$ cat src/rtl/aux_frame_pkg.sv
package aux_frame_pkg;
    localparam int HDR_BYTES = 3;
    localparam logic [3:0] REPLY_ACK = 4'h0;

    typedef enum logic {
        TX_IDLE,
        TX_SEND
    } tx_state_e;

    typedef enum logic [1:0] {
        RP_IDLE,
        RP_STATUS,
        RP_DATA,
        RP_FINISH
    } rp_state_e;
endpackage

$ cat src/rtl/aux_req_serializer.sv
module aux_req_serializer
    import aux_frame_pkg::*;
#(
    parameter int MAX_LEN = 16,
    localparam int LEN_W = $clog2(MAX_LEN + 1),
    localparam int CNT_W = $clog2(MAX_LEN + HDR_BYTES + 2)
) (
    input  logic                 clk,
    input  logic                 rst_n,
    input  logic                 req_valid,
    output logic                 req_ready,
    input  logic [3:0]           req_cmd,
    input  logic [19:0]          req_addr,
    input  logic [LEN_W-1:0]     req_len,
    input  logic                 req_write,
    input  logic [MAX_LEN*8-1:0] req_data,
    output logic                 tx_valid,
    input  logic                 tx_ready,
    output logic [7:0]           tx_data,
    output logic                 tx_last,
    output logic [CNT_W-1:0]     tx_count,
    output logic [LEN_W-1:0]     cur_len
);

    typedef struct packed {
        tx_state_e            st;
        logic [3:0]           cmd;
        logic [19:0]          addr;
        logic [LEN_W-1:0]     len;
        logic                 wr;
        logic [MAX_LEN*8-1:0] pay;
        logic [CNT_W-1:0]     idx;
        logic [CNT_W-1:0]     cnt;
    } ser_t;

    ser_t s_d, s_q;

    logic [CNT_W-1:0]     frame_cnt;
    logic                 at_last;
    logic [CNT_W-1:0]     pay_idx;
    logic [MAX_LEN*8-1:0] pay_shift;
    logic [7:0]           byte_sel;

    // Header bytes, one optional length byte, then payload on writes
    assign frame_cnt = CNT_W'(HDR_BYTES) + CNT_W'(req_len != '0)
                     + (req_write ? CNT_W'(req_len) : '0);
    assign at_last   = (s_q.idx == s_q.cnt - CNT_W'(1));
    assign pay_idx   = s_q.idx - CNT_W'(HDR_BYTES + 1);
    assign pay_shift = s_q.pay >> {pay_idx, 3'b000};

    always_comb begin
        if (s_q.idx == CNT_W'(0))
            byte_sel = {s_q.cmd, s_q.addr[19:16]};
        else if (s_q.idx == CNT_W'(1))
            byte_sel = s_q.addr[15:8];
        else if (s_q.idx == CNT_W'(2))
            byte_sel = s_q.addr[7:0];
        else if (s_q.idx == CNT_W'(HDR_BYTES) && s_q.len != '0)
            byte_sel = 8'(s_q.len - LEN_W'(1));
        else
            byte_sel = pay_shift[7:0];
    end

    always_comb begin
        s_d = s_q;
        if (s_q.st == TX_IDLE) begin
            if (req_valid) begin
                s_d.st   = TX_SEND;
                s_d.cmd  = req_cmd;
                s_d.addr = req_addr;
                s_d.len  = req_len;
                s_d.wr   = req_write;
                s_d.pay  = req_data;
                s_d.idx  = '0;
                s_d.cnt  = frame_cnt;
            end
        end else if (tx_ready) begin
            if (at_last)
                s_d.st = TX_IDLE;
            else
                s_d.idx = s_q.idx + CNT_W'(1);
        end
    end

    always_ff @(posedge clk or negedge rst_n) begin
        if (!rst_n)
            s_q <= '0;
        else
            s_q <= s_d;
    end

    assign req_ready = (s_q.st == TX_IDLE);
    assign tx_valid  = (s_q.st == TX_SEND);
    assign tx_last   = (s_q.st == TX_SEND) && at_last;
    assign tx_data   = byte_sel;
    assign tx_count  = s_q.cnt;
    assign cur_len   = s_q.len;

    AST_HDR_FIRST: assert property (@(posedge clk) disable iff (!rst_n)
        req_valid && req_ready |=> tx_valid && tx_data == {$past(req_cmd), $past(req_addr[19:16])});
    AST_TX_HOLD: assert property (@(posedge clk) disable iff (!rst_n)
        tx_valid && !tx_ready |=> tx_valid && $stable(tx_data));
    AST_FRAME_END: assert property (@(posedge clk) disable iff (!rst_n)
        tx_valid && tx_ready && tx_last |=> !tx_valid);

endmodule

$ cat src/rtl/aux_reply_parser.sv
module aux_reply_parser
    import aux_frame_pkg::*;
#(
    parameter int MAX_LEN = 16,
    localparam int LEN_W = $clog2(MAX_LEN + 1),
    localparam int CNT_W = $clog2(MAX_LEN + HDR_BYTES + 2)
) (
    input  logic             clk,
    input  logic             rst_n,
    input  logic [LEN_W-1:0] exp_len,
    input  logic             rpl_start,
    input  logic [CNT_W-1:0] rpl_count,
    input  logic             rpl_hpd_lost,
    input  logic             rpl_in_valid,
    input  logic [7:0]       rpl_in_byte,
    output logic [3:0]       rpl_code,
    output logic             rpl_out_valid,
    output logic [7:0]       rpl_out_byte,
    output logic [LEN_W-1:0] rpl_out_idx,
    output logic [LEN_W-1:0] rpl_ndata,
    output logic             rpl_done,
    output logic             rpl_err
);

    typedef struct packed {
        rp_state_e        st;
        logic [CNT_W-1:0] cnt;
        logic [LEN_W-1:0] left;
        logic [LEN_W-1:0] idx;
        logic [3:0]       code;
        logic [LEN_W-1:0] ndata;
        logic             ov;
        logic [7:0]       ob;
        logic [LEN_W-1:0] oidx;
        logic             done;
        logic             err;
    } par_t;

    par_t p_d, p_q;

    logic [CNT_W-1:0] data_cnt;
    logic [3:0]       status_code;
    logic             too_long;

    assign data_cnt    = p_q.cnt - CNT_W'(1);
    assign status_code = rpl_in_byte[7:4];
    assign too_long    = data_cnt > CNT_W'(exp_len);

    always_comb begin
        p_d      = p_q;
        p_d.ov   = 1'b0;
        p_d.done = 1'b0;
        unique case (p_q.st)
            RP_IDLE: begin
                if (rpl_start) begin
                    p_d.err   = 1'b0;
                    p_d.ndata = '0;
                    p_d.code  = '0;
                    p_d.cnt   = rpl_count;
                    if (rpl_hpd_lost || rpl_count == '0) begin
                        p_d.done = 1'b1;
                        p_d.err  = 1'b1;
                    end else begin
                        p_d.st = RP_STATUS;
                    end
                end
            end
            RP_STATUS: begin
                if (rpl_in_valid) begin
                    p_d.code = status_code;
                    if (status_code != REPLY_ACK) begin
                        p_d.done = 1'b1;
                        p_d.st   = RP_IDLE;
                    end else if (too_long) begin
                        p_d.done = 1'b1;
                        p_d.err  = 1'b1;
                        p_d.st   = RP_IDLE;
                    end else if (data_cnt == '0) begin
                        p_d.done = 1'b1;
                        p_d.st   = RP_IDLE;
                    end else begin
                        p_d.left  = LEN_W'(data_cnt);
                        p_d.ndata = LEN_W'(data_cnt);
                        p_d.idx   = '0;
                        p_d.st    = RP_DATA;
                    end
                end
            end
            RP_DATA: begin
                if (rpl_in_valid) begin
                    p_d.ov   = 1'b1;
                    p_d.ob   = rpl_in_byte;
                    p_d.oidx = p_q.idx;
                    p_d.idx  = p_q.idx + LEN_W'(1);
                    p_d.left = p_q.left - LEN_W'(1);
                    if (p_q.left == LEN_W'(1))
                        p_d.st = RP_FINISH;
                end
            end
            RP_FINISH: begin
                p_d.done = 1'b1;
                p_d.st   = RP_IDLE;
            end
            default: p_d.st = RP_IDLE;
        endcase
    end

    always_ff @(posedge clk or negedge rst_n) begin
        if (!rst_n)
            p_q <= '0;
        else
            p_q <= p_d;
    end

    assign rpl_code      = p_q.code;
    assign rpl_out_valid = p_q.ov;
    assign rpl_out_byte  = p_q.ob;
    assign rpl_out_idx   = p_q.oidx;
    assign rpl_ndata     = p_q.ndata;
    assign rpl_done      = p_q.done;
    assign rpl_err       = p_q.err;

    AST_NO_OVERFLOW: assert property (@(posedge clk) disable iff (!rst_n)
        rpl_out_valid |-> rpl_out_idx < exp_len);
    AST_DONE_PULSE: assert property (@(posedge clk) disable iff (!rst_n)
        rpl_done |=> !rpl_done);
    AST_DONE_AFTER_DATA: assert property (@(posedge clk) disable iff (!rst_n)
        rpl_done |-> !rpl_out_valid);
    AST_ERR_EMPTY: assert property (@(posedge clk) disable iff (!rst_n)
        rpl_done && rpl_err |-> rpl_ndata == '0);
    AST_NACK_EMPTY: assert property (@(posedge clk) disable iff (!rst_n)
        rpl_done && rpl_code != REPLY_ACK |-> rpl_ndata == '0);

endmodule

$ cat src/rtl/aux_frame_builder.sv
module aux_frame_builder
    import aux_frame_pkg::*;
#(
    parameter int MAX_LEN = 16,
    localparam int LEN_W = $clog2(MAX_LEN + 1),
    localparam int CNT_W = $clog2(MAX_LEN + HDR_BYTES + 2)
) (
    input  logic                 clk,
    input  logic                 rst_n,
    input  logic                 req_valid,
    output logic                 req_ready,
    input  logic [3:0]           req_cmd,
    input  logic [19:0]          req_addr,
    input  logic [LEN_W-1:0]     req_len,
    input  logic                 req_write,
    input  logic [MAX_LEN*8-1:0] req_data,
    output logic                 tx_valid,
    input  logic                 tx_ready,
    output logic [7:0]           tx_data,
    output logic                 tx_last,
    output logic [CNT_W-1:0]     tx_count,
    input  logic                 rpl_start,
    input  logic [CNT_W-1:0]     rpl_count,
    input  logic                 rpl_hpd_lost,
    input  logic                 rpl_in_valid,
    input  logic [7:0]           rpl_in_byte,
    output logic [3:0]           rpl_code,
    output logic                 rpl_out_valid,
    output logic [7:0]           rpl_out_byte,
    output logic [LEN_W-1:0]     rpl_out_idx,
    output logic [LEN_W-1:0]     rpl_ndata,
    output logic                 rpl_done,
    output logic                 rpl_err
);

    logic [LEN_W-1:0] held_len;

    aux_req_serializer #(.MAX_LEN(MAX_LEN)) ser_i (
        .clk       (clk),
        .rst_n     (rst_n),
        .req_valid (req_valid),
        .req_ready (req_ready),
        .req_cmd   (req_cmd),
        .req_addr  (req_addr),
        .req_len   (req_len),
        .req_write (req_write),
        .req_data  (req_data),
        .tx_valid  (tx_valid),
        .tx_ready  (tx_ready),
        .tx_data   (tx_data),
        .tx_last   (tx_last),
        .tx_count  (tx_count),
        .cur_len   (held_len)
    );

    aux_reply_parser #(.MAX_LEN(MAX_LEN)) par_i (
        .clk           (clk),
        .rst_n         (rst_n),
        .exp_len       (held_len),
        .rpl_start     (rpl_start),
        .rpl_count     (rpl_count),
        .rpl_hpd_lost  (rpl_hpd_lost),
        .rpl_in_valid  (rpl_in_valid),
        .rpl_in_byte   (rpl_in_byte),
        .rpl_code      (rpl_code),
        .rpl_out_valid (rpl_out_valid),
        .rpl_out_byte  (rpl_out_byte),
        .rpl_out_idx   (rpl_out_idx),
        .rpl_ndata     (rpl_ndata),
        .rpl_done      (rpl_done),
        .rpl_err       (rpl_err)
    );

endmodule

$ cat config.mk
export PLATFORM = sky130hd
export DESIGN_NAME = aux_frame_builder
export DESIGN_NICKNAME = d
export VERILOG_FILES = /design/src/rtl/aux_frame_pkg.sv /design/src/rtl/aux_req_serializer.sv /design/src/rtl/aux_reply_parser.sv /design/src/rtl/aux_frame_builder.sv
export SDC_FILE = /design/constraint.sdc
export NUM_CORES = 1
export LEC_CHECK = 0
export ABC_AREA = 1
export BUFFER_PORTS_ARGS = -buffer_cell sky130_fd_sc_hd__buf_2
export CORE_ASPECT_RATIO = 2
export CORE_UTILIZATION = 55
export CTS_BUF_LIST = sky130_fd_sc_hd__clkbuf_16
export CTS_CLUSTER_DIAMETER = 100
export DETAILED_ROUTE_END_ITERATION = 12
export GPL_TIMING_DRIVEN = 1
export PLACE_DENSITY = 0.84
export SETUP_SLACK_MARGIN = 0.02
export SLEW_MARGIN = 20
export SYNTH_ARGS = -nofsm -noshare
export SYNTH_HDL_FRONTEND = slang
export SYNTH_SLANG_ARGS = --single-unit
$ cat constraint.sdc
create_clock -name clk -period 3 [get_ports clk]
set_input_delay 0.3 -clock clk [delete_from_list [all_inputs] [get_ports clk]]
set_output_delay 0.3 -clock clk [all_outputs]
set_load 0.02 [all_outputs]
# [After elaboration in Yosys (flattened, before gate mapping)]
# Cells that the tools add are included.
[op_classes] eq_ne=19 magnitude_cmp=1 n_bitwise=1 n_addsub=9 shift=1 reduce_logical=22 mux=44
[op_table] operator="$mux W169" count=1
[op_table] operator="$shr A128 B8 Y8" count=1
[op_table] operator="$mux W10" count=4
[op_table] operator="$mux W5" count=7
[op_table] operator="$mux W8" count=4
[op_table] operator="$mux W14" count=2
[op_table] operator="$mux W2" count=10
[op_table] operator="$pmux W10 S2" count=1
[op_table] operator="$mux W19" count=1
[op_table] operator="$ne A2 B2 Y1 const B" count=9
[op_table] operator="$pmux W9 S2" count=1
[op_table] operator="$logic_not A5 Y1" count=3
[op_table] operator="$sub A5 B1 Y5 const B" count=3
[op_table] operator="$reduce_and A6 Y1" count=2
[op_table] operator="$add A5 B1 Y5 const B" count=2
[op_table] operator="$eq A5 B1 Y1 const B" count=2
[op_table] operator="$eq A5 B2 Y1 const B" count=2
[op_table] operator="$reduce_and A5 Y1" count=2
[op_table] operator="$reduce_bool A5 Y1" count=2
[op_table] operator="$mux W9" count=1
[op_table] operator="$mux W1" count=8
[op_table] operator="$pmux W2 S4" count=1
[op_table] operator="$mux W7" count=1
[op_table] operator="$reduce_and A2 Y1" count=3
[op_table] operator="18 further kinds" count=24
[word_totals] output_inout_bits=41 regBits=211

# [Longest topological paths before layout]
[logic_depth] word_depth=7 depth_mapped=18

# [Cells and area by module]
# Synthesis repeated with hierarchy kept, for this count alone.
[hier_totals] hier_cells=1450 area_unflattened_um2=10965.5
[modules_own_cells] module="aux_req_serializer" cells_per_inst=1156 instances=1 area_per_inst_um2=8543.2 seq_area_each_um2=4204.0
[modules_own_cells] module="aux_reply_parser" cells_per_inst=294 instances=1 area_per_inst_um2=2422.3 seq_area_each_um2=1051.0

# [Least setup slack after synthesis]
# No wires, ideal clock.
[synth_timing] kind="reg-to-reg" from="register par_i.p_q[35] (netlist name)" to="register par_i.p_q[27] (netlist name)" path_stages_with_launch=18 slack_ns=0.581 period_less_slack_ns=2.419 arrival_ns=2.303 path_cell_list="dfrtp_1 > inv_1 > ha_1 > nand2_1 > xor2_2 > inv_1 > ha_1 > a21oi_1 > o21ai_0 > o21ai_0 > nand2_1 > nand2_1 > nand2_4 > inv_2 > nand2_4 > buf_12 > nand2_2 > nand2_1"
[synth_via] elab_chain_cells=4 word_cells_on_any_way=6 classes_between="1 x add/sub; 1 x order compare; 2 x eq/ne; 2 x reduce/logical"
[synth_lines] element="start, declared" line_no="aux_reply_parser.sv:39" text="par_t p_d, p_q;"
[synth_lines] element="start signal, assigned" line_no="aux_reply_parser.sv:112" text="p_q <= p_d;"
[synth_lines] element="$sub A5 B1 Y5 (*)" line_no="aux_reply_parser.sv:45" text="assign data_cnt = p_q.cnt - CNT_W'(1);"
[synth_lines] element="$gt A5 B5 Y1 / $logic_not A5 Y1 (equally long branches)" line_no="aux_reply_parser.sv:47, aux_reply_parser.sv:78"
[synth_lines] element="$ne A2 B2 Y1 (no line)"
[synth_lines] element="$reduce_and A6 Y1 (no line) (*)"
# Mark *: on every way between the ends. The rest lies on a longest branch, timed or not.
# A chain may end at the register's enable or synchronous reset.

# [Worst setup path after layout]
[layout_timing] from="register ser_i.s_q[5] (netlist name)" to="output port tx_data[5]"
[layout_via] elab_chain_cells=6 word_cells_on_any_way=11 classes_between="1 x add/sub; 3 x eq/ne; 1 x shift; 4 x mux; 2 x reduce/logical"
[layout_lines] element="start, declared" line_no="aux_req_serializer.sv:36" text="ser_t s_d, s_q;"
[layout_lines] element="start signal, assigned" line_no="aux_req_serializer.sv:87" text="s_q <= '0;"
[layout_lines] element="start signal, assigned" line_no="aux_req_serializer.sv:89" text="s_q <= s_d;"
[layout_lines] element="$sub A5 B3 Y5 / $eq A5 B2 Y1 (equally long branches)" line_no="aux_req_serializer.sv:48, aux_req_serializer.sv:58"
[layout_lines] element="$shr A128 B8 Y8 / $logic_and A1 B1 Y1 (equally long branches)" line_no="aux_req_serializer.sv:49, aux_req_serializer.sv:58"
[layout_lines] element="$mux W8" line_no="aux_req_serializer.sv:58" text="else if (s_q.idx == CNT_W'(HDR_BYTES) && s_q.len != '0)"
[layout_lines] element="$mux W8" line_no="aux_req_serializer.sv:56" text="else if (s_q.idx == CNT_W'(2))"
[layout_lines] element="$mux W8" line_no="aux_req_serializer.sv:54" text="else if (s_q.idx == CNT_W'(1))"
[layout_lines] element="$mux W8 (*)" line_no="aux_req_serializer.sv:52" text="if (s_q.idx == CNT_W'(0))"
[layout_lines] element="end, declared" line_no="aux_frame_builder.sv:19" text="output logic [7:0] tx_data,"
# Marks and branches as above.

==> run_results.csv <==
group,metric,value,unit
critical_path,worstSetupPathType,"reg2out",
critical_path,path_delay_family,"compound AO/OA/AOI/OAI gates",
synth,synthTopCellsByArea,"dfrtp_1, nand2_1, nand3_1, o21ai_0, inv_1",
critical_path,critPathBufInv,2,
critical_path,crit_top_cell,"nand2_1",
clock_network,cts.path.max_buffers,3,
clock_network,cts_root_buffer,"clkbuf_16",
power_and_ir_drop,power_frac_comb,48.3,%
sta,finalClockSkew,0.0121,ns
clock_network,cts_max_level,1,
power_and_ir_drop,p_sw_share,44.7,%
drt,drc,0,
die,die_h,201,um
global_routing,antenna_found_initial,4,
power_and_ir_drop,pwr-share-seq,34.2,%
die,coreArea,0.0194,mm^2
drt,drt_iter0_markers,790,
synth,yosysTopAreaCellShare,48.4,%
die,rows,72,
synth,async_flop_share,100,%
synth,synth-seq-cells,210,
critical_path,endpoint_kind,"output port",
worst_hold_path,hold_path_depth,3,
clock_network,cts_sinks,210,
synth,synthFlopType,"dfrtp_1",
power_and_ir_drop,power_density,1100,mW/mm^2
drt,avgRoutedWirePerCell,15.7,um
sta,slew_headroom,54.3,%
drt,dr.pass1.iters,7,
power_and_ir_drop,power.switching,0.00632,W
drt,vias,10200,
final_layout,nets,1854,
sta,drv_slew,0,
clock_network,cts_buffers,19,
final_layout,fin_util,66.5,%
drt,drtAntennaViolNets,0,
synth,syn_nets,1671,
power_and_ir_drop,ir_worst_vdd,0.561,mV
die,initial_utilization,56.1,%
sta,fmax,355,MHz
final_layout,syn2layout_area_growth,18.4,%
sta,period_needed,2.82,ns
global_routing,grt_max_degree,147,
critical_path,crit_path_max_fanout,19,
synth,synth_area_leader_cell,"dfrtp_1",
global_routing,grt_pass1_vias,10200,
synth,synth-edff-count,0,
global_routing,grt_pass1_wl,48400,um
synth,synth.avg_cell_area,7.39,um^2
power_and_ir_drop,p_leak,7.19,nW
critical_path,r2r_cells,16,
clock_network,cts_tree,"built",
die,fp.dieW,101,um
clock_network,cts.clk_slew.worst_paths,0.07,ns
critical_path,critPathSlowestCell,"dfrtp_2",
die,dieArea,0.0204,mm^2
placed_design,dpl.hpwl,21200,um
synth,syn-instance-count,1470,
run_status,status,"finished, final reports clean",
drt,avgViaCountPerCell,5.27,
placed_design,place.gp.congestion,0.937,
power_and_ir_drop,p_clk_share,17.5,%
placed_design,numPortBuffers,218,
power_and_ir_drop,intPower,0.00781,W
critical_path,worst-path-stages,9,
global_routing,gr-total-overflow,0,
critical_path,path_cells,"buf_12, ha_2, nand3_1, a21oi_4, a31oi_1, nand2_1, nand2_1, a21oi_1, buf_2",
synth,synth_most_common_cell,"nand2_1",
run,maxCapViolCount,0,
sta,setup_viol,0,
critical_path,required,2.70,ns
final_layout,drive_gt1_share,19.0,%
sta,worst_pin_slew,0.686,ns
final_layout,fill_cells,1633,
sta,fin_crit_sh,93.8,%
drt,drt_wl_total,30300,um
worst_hold_path,worstHoldPathType,"in2reg",
sta,rsz0062_at_grt,"false",
critical_path,cp.arrival,2.52,ns
synth,yosysSeqAreaShare,48.4,%
critical_path,max_stage_delay,0.46,ns
critical_path,worst_setup_path_start_kind,"register",
clock_network,insertion_delay,0.49,ns
synth,netlist_area,0.0109,mm^2
global_routing,track_usage,30.6,%
synth,synth_cell_types,36,
sta,hold_viol,0,
die,io_pins,219,
synth,ys_top_cells_by_count,"nand2_1, dfrtp_1, nand3_1, inv_1, o21ai_0",
sta,finalSetupTns,0,ns
synth,ys_warn_count,0,
-- layout make-up --
type	instances	area (um^2)	share of cell area, %
clock buffer	19	475	3.69
antenna	4	10.0	0.0778
multi-input combinational	1075	4780	37.1
inverter	94	362	2.81
timing repair buffer	253	1520	11.8
sequential	210	5260	40.8
clock inverter	14	141	1.10
tap	259	324	2.52
-- worst min-delay path: stages --
cell and delay, ns:
buf_2 0.07, nand2_1 0.04, nand2_1 0.05
-- layout by cell type (no fill, tap or decap), types with 5 or more instances in the layout --
cell type and n:
a21oi_1 21, buf_12 6, buf_2 217, buf_4 10
clkbuf_16 20, clkinv_2 6, dfrtp_1 208, dlygate4sd3_1 17
ha_1 20, inv_1 83, inv_2 9, nand2_1 752
nand2_2 10, nand3_1 87, nor2_1 57, nor2_4 6
o21ai_0 66, o21ai_1 5, or2_2 7, xor2_1 11
-- registers in the layout (all words and copies together), names as in the netlist, named ones only --
signal and cells:
ser_i.s_q 157, par_i.p_q 16, par_i.rpl_out_byte 8, par_i.rpl_ndata 5
par_i.rpl_out_idx 5, ser_i.cur_len 5, ser_i.tx_count 5, par_i.rpl_code 4
par_i.rpl_done 1, par_i.rpl_err 1, par_i.rpl_out_valid 1, ser_i.tx_valid 1
-- layer usage --
| metal | global-route usage (%) | up-vias | part of all wire [%] |
|---|---|---|---|
| met5 | 0 | - | 0 |
| met1 | 32.1 | 4751 | 35 |
| met4 | 21.3 | 0 | 7.7 |
| met2 | 54.9 | 419 | 53 |
| li1 | - | 4863 | - |
| met3 | 4.07 | 131 | 4.8 |
-- stage by stage --
| step | setup WS, ns | instance area (um^2) | hold slack (ns) | total power, W | std cells |
|---|---|---|---|---|---|
| 2_1_floorplan | 0.581 | 10900 | 0.00441 | 0.00953 | 1470 |
| 3_3_place_gp | 0.476 | 12000 | 0.384 | 0.0111 | 1871 |
| 3_5_place_dp | 0.298 | 12000 | 0.389 | 0.0113 | 1871 |
| 4_1_cts | 0.0611 | 12800 | 0.0000725 | 0.0139 | 1921 |
| 5_1_grt | 0.0205 | 12900 | 0.00366 | 0.0152 | 1928 |
| 6_report | 0.185 | 12900 | 0.00320 | 0.0141 | 1928 |
-- power groups by stage --
stage / Clock, W / Sequential [W] / Combinational (W)
2_1_floorplan: 0 / 0.00465 / 0.00487
3_3_place_gp: 0 / 0.00479 / 0.00629
3_5_place_dp: 0 / 0.00482 / 0.00647
4_1_cts: 0.00249 / 0.00480 / 0.00661
5_1_grt: 0.00261 / 0.00497 / 0.00763
6_report: 0.00247 / 0.00483 / 0.00682
-- cell families (layout without fill, tap and decap cells) --
family	count (synthesis)	count (layout)	share of synthesized area (%)
XOR/XNOR	17	17	1.51
other	0	4	0
flip-flops	210	210	48.4
AND/OR/NAND/NOR	932	932	34.4
buffers and inverters	185	380	8.08
AO/OA/AOI/OAI	103	103	4.96
adder cells (fa/ha/maj)	23	23	2.72
-- path summary, 6_finish.rpt --
kind | slack, ns | startpoint | to
hold reg to reg | 0.47 | par_i.rpl_out_idx[2] | par_i.rpl_out_idx[2]
setup / recovery | 0.18 | ser_i.s_q[5] | tx_data[5]
min in group asynchronous | 0.42 | rst_n | par_i.rpl_out_byte[2]
setup reg to reg | 0.28 | par_i.p_q[35] | par_i.rpl_ndata[3]
hold / removal | 0.003 | req_data[28] | ser_i.s_q[38]
max in group asynchronous | 1.77 | rst_n | ser_i.s_q[87]
-- repair_timing --
item,4_1_cts,5_1_grt
endpoints found under the setup margin,2,8
gates cloned,1,1
resized for setup,1,10
endpoints found under the hold margin,93,1
buffers inserted,0,1
hold buffers,16,1
(Power assumes the default switching activity.)
